$ cat src/rtl/lockstep_pkg.sv
package lockstep_pkg;
  localparam int unsigned NGRP   = 3;
  localparam int unsigned ADDR_W = 8;
  localparam int unsigned BUS_W  = 32;

  typedef enum int unsigned {GRP_WR = 0, GRP_RF = 1, GRP_FETCH = 2} grp_e;

  localparam logic [ADDR_W-1:0] A_STATUS = 8'h00;
  localparam logic [ADDR_W-1:0] A_MASK   = 8'h04;
  localparam logic [ADDR_W-1:0] A_PC     = 8'h08;
  localparam logic [ADDR_W-1:0] A_IDX    = 8'h0C;
  localparam logic [ADDR_W-1:0] A_DATA   = 8'h10;
endpackage

$ cat src/rtl/lockstep_cmp.sv
module lockstep_cmp import lockstep_pkg::*; #(
  parameter int unsigned DATA_W      = 32,
  parameter int unsigned IDX_W       = 5,
  parameter int unsigned MASK_W      = 8,
  parameter int unsigned MASK_CYCLES = 4
) (
  input  logic              clk_i,
  input  logic              rst_ni,
  input  logic              a_wr_en_i,
  input  logic [IDX_W-1:0]  a_wr_idx_i,
  input  logic [DATA_W-1:0] a_wr_data_i,
  input  logic              b_wr_en_i,
  input  logic [IDX_W-1:0]  b_wr_idx_i,
  input  logic [DATA_W-1:0] b_wr_data_i,
  input  logic [DATA_W-1:0] a_rf_val_i,
  input  logic [DATA_W-1:0] b_rf_val_i,
  input  logic              a_fetch_vld_i,
  input  logic [DATA_W-1:0] a_fetch_i,
  input  logic              b_fetch_vld_i,
  input  logic [DATA_W-1:0] b_fetch_i,
  input  logic              mask_ld_i,
  input  logic [MASK_W-1:0] mask_val_i,
  output logic [NGRP-1:0]   mis_o,
  output logic [MASK_W-1:0] mask_cnt_o
);
  localparam logic [MASK_W-1:0] MASK_RST = MASK_W'(MASK_CYCLES);

  logic [NGRP-1:0]   raw;
  logic [MASK_W-1:0] cnt_q;
  logic              masked;

  assign masked = (cnt_q != '0);

  always_comb begin
    raw            = '0;
    raw[GRP_WR]    = (a_wr_en_i | b_wr_en_i) &&
                     ({a_wr_en_i, a_wr_idx_i, a_wr_data_i} != {b_wr_en_i, b_wr_idx_i, b_wr_data_i});
    raw[GRP_RF]    = (a_rf_val_i != b_rf_val_i);
    raw[GRP_FETCH] = (a_fetch_vld_i | b_fetch_vld_i) &&
                     ({a_fetch_vld_i, a_fetch_i} != {b_fetch_vld_i, b_fetch_i});
  end

  always_ff @(posedge clk_i or negedge rst_ni) begin
    if (!rst_ni)        cnt_q <= MASK_RST;
    else if (mask_ld_i) cnt_q <= mask_val_i;
    else if (masked)    cnt_q <= cnt_q - 1'b1;
  end

  assign mis_o      = masked ? '0 : raw;
  assign mask_cnt_o = cnt_q;
endmodule

$ cat config.mk
export PLATFORM = sky130hd
export DESIGN_NAME = lockstep_cmp
export DESIGN_NICKNAME = d
export VERILOG_FILES = /design/src/rtl/lockstep_pkg.sv /design/src/rtl/lockstep_cmp.sv
export SDC_FILE = /design/constraint.sdc
export NUM_CORES = 1
export LEC_CHECK = 0
export BUFFER_PORTS_ARGS = -buffer_cell sky130_fd_sc_hd__buf_4
export CAP_MARGIN = 20
export CORE_AREA = 2 2 89 91
export DETAILED_ROUTE_END_ITERATION = 12
export DIE_AREA = 0 0 91 93
export SETUP_SLACK_MARGIN = 0.3
export SYNTH_ARGS = -nofsm -noshare
export SYNTH_HDL_FRONTEND = slang
export SYNTH_SLANG_ARGS = --single-unit
$ cat constraint.sdc
create_clock -name clk_i -period 3.75 [get_ports clk_i]
set_clock_uncertainty 0.05 [all_clocks]
set_input_delay 1.125 -clock clk_i [delete_from_list [all_inputs] [get_ports clk_i]]
set_output_delay 1.125 -clock clk_i [all_outputs]
set_load 0.05 [all_outputs]
==> flow_metrics.tcl <==
set metrics [dict create \
    vdd_ir_drop_max_mv 0.0667 \
    drtIter0Drc 14 \
    cp_data_required_time_ps 2570 \
    synth_largest_area_cell "xnor2_1" \
    drc 0 \
    cts.clk_slew.worst_paths_ps 40 \
    hold_start "mask_cnt_o[2]$_DFFE_PN1P_" \
    antenna_found_initial 0 \
    layout.nets 651 \
    h-tree-depth 1 \
    clock_path_buffers 2 \
    yosys-top-cells-count "73 x xnor2_1, 28 x xor2_1, 18 x nand4_1" \
    hold_path_depth 2 \
    worst_pin_slew_ps 490 \
    min_period_ps 3540 \
    yosys.area.top_type_share_pct 39.3 \
    n_antenna_cell 0 \
    post-dp-hpwl_um 6220 \
    utilization_pct 48.2 \
    syn2layout_area_growth_pct 123 \
    syn_area_um2 1630 \
    std_cell_rows 32 \
    syn-num-nets 419 \
    first_pass_iters 4 \
    grt_start_max_net_pins 17 \
    coreArea_um2 7530 \
    fillers 770 \
    vias 2257 \
    antenna_left 0 \
    rr_worst_depth 5 \
    cp_max_fo 1 \
    syn_inst 199 \
    yosysSeqAreaShare_pct 12.4 \
    clock-sinks 8 \
    dieArea_um2 8460 \
    cp-end-kind "output port" \
    fin_crit_sh_pct 94.3 \
    wire_per_inst_um 12.7 \
    drive_above_1_share_pct 58.6 \
    hold_violations 0 \
    r2r_slack_ps 1910 \
    drt_wl_total_um 6750 \
    place.gp.congestion 0.760 \
    ys.flop_type "dfrtp_1" \
    place_area_um2 3490 \
    largest_reg_flops 8 \
    io_buffers 227 \
    synth.distinct_cells 28 \
    setup-tns-final_ps 0 \
    clock_latency_ps 230 \
    r2r_end "mask_cnt_o[1]$_DFFE_PN0P_" \
    synth.most_common_cell "xnor2_1" \
    p_per_area_nw_per_um2 182 \
    overflow 0 \
    die_height_um 93 \
    vias_per_cell 4.24 \
    synth.avg_cell_area_um2 8.17 \
    synth_edf_count 0 \
    critPathKind "in -> out" \
    slew_viol_final 0 \
    ys_top_cells_by_area "xnor2_1 39%, xor2_1 15%, dfrtp_1 11%" \
    synth_async_sr_flop_share_pct 100 \
    first_global_vias 2336 \
    fmax_mhz 283 \
    arrival_ps 2360 \
    grt_usage_pct 14.9 \
    slew-limit-headroom_pct 67.4 \
    cts_tree "yes" \
    cts-buffers-inserted 3 \
    hp-class "reg -> reg" \
    status "finished, final reports clean" \
    ios 228 \
    synth_warnings 0 \
    startpoint_type "input pin" \
    clockRootBuffer "clkbuf_8" \
    design_area_um2 3630 \
    maxCapViolCount 0 \
    die_x_um 91 \
    setup_violations 0 \
    start_util_pct 21.6 \
    p_leak_nw 1.67 \
    rsz0062_at_grt "yes" \
    ys_seq_elements 8 \
    grt_pass1_wl_um 10300 \
    whs_endpoint "mask_cnt_o[2]$_DFFE_PN1P_" \
    reg2reg_from "mask_cnt_o[3]$_DFFE_PN0P_" \
]
[power breakdown]
part / total (mW) / leakage, nW / internal (mW) / switching, mW
clock: 0.110 / 0.0228 / 0.0739 / 0.0363
sequential: 0.118 / 0.0950 / 0.101 / 0.0172
combinational: 0.431 / 1.55 / 0.256 / 0.175
total: 0.659 / 1.67 / 0.430 / 0.229
[layout make-up]
class                      count  area (µm²)  share of cell area, %
clock buffer                   4        45.0                   1.24
multi-input combinational    179        1480                   40.8
tap                          102         128                   3.52
inverter                      11        43.8                   1.21
timing repair buffer         228        1730                   47.7
sequential                     8         201                   5.55
[worst max path at each step]
stage	start	endpoint	slack, ps	depth (start not counted)
global route	b_wr_data_i[11]	mis_o[0]	90	8
CTS	a_wr_data_i[19]	mis_o[0]	140	7
finish	b_wr_data_i[15]	mis_o[0]	210	8
global placement	b_wr_idx_i[3]	mis_o[0]	20	7
detailed placement	b_wr_idx_i[3]	mis_o[0]	-30	7
floorplan	a_fetch_vld_i	mis_o[2]	330	6
[cell usage in the layout, fill, tap and decap left out, types with 2 or more instances in the layout]
cell,synthesis,final
buf_6,0,5
clkbuf_8,0,3
nor4_2,0,7
o31ai_1,4,4
ha_1,3,2
nor4_1,12,5
nor3_1,3,2
xnor2_1,73,73
o21ai_0,3,3
a21oi_1,4,2
dfrtp_1,7,7
buf_4,0,223
o21ai_1,5,5
inv_1,11,9
nand4_1,18,18
xor2_1,28,27
a21oi_2,0,2
nand2b_1,2,2
nand2_1,11,11
nor2_1,2,2
[stage by stage]
step | hold slack [ps] | total power [mW] | cells | setup slack (ps)
final | 550 | 0.659 | 532 | 213
after global placement | 533 | 0.539 | 528 | 18.0
after CTS | 556 | 0.664 | 532 | 141
after floorplan | 636 | 0.306 | 199 | 330
after global routing | 612 | 0.708 | 532 | 93.9
after detailed placement | 546 | 0.544 | 528 | -26.1
[cell families (layout without fill, tap and decap cells)]
family          after synthesis  count (layout)  synth area share, %
fa+ha+maj                     3               3                 2.31
mux                           1               1                0.616
xor+xnor                    101             101                 54.4
flops                         8               8                 12.4
buf+inv                      12             243                 2.77
simple gates                 54              54                 20.0
compound gates               20              20                 7.47
[worst max-delay path: stages]
cell,delay (ps)
buf_4,110
xor2_1,160
nor4_2,270
nand2_1,90
nor4_1,180
buf_4,170
a311oi_4,70
buf_6,180
[layer usage]
layer	GRT usage [%]	up-vias	wire, µm
li1	-	1151	-
met1	16.2	968	2400
met2	29.0	132	3610
met3	3.14	6	662
met4	3.66	0	78
met5	0	-	0
[what timing repair did]
action,CTS,global route
pin swaps,6,5
resized for setup,10,9
setup buffers,0,0
endpoints found under the setup margin,3,3
hold endpoints to repair,0,0
hold buffers,0,0
Power figures use the tool's default switching activity.
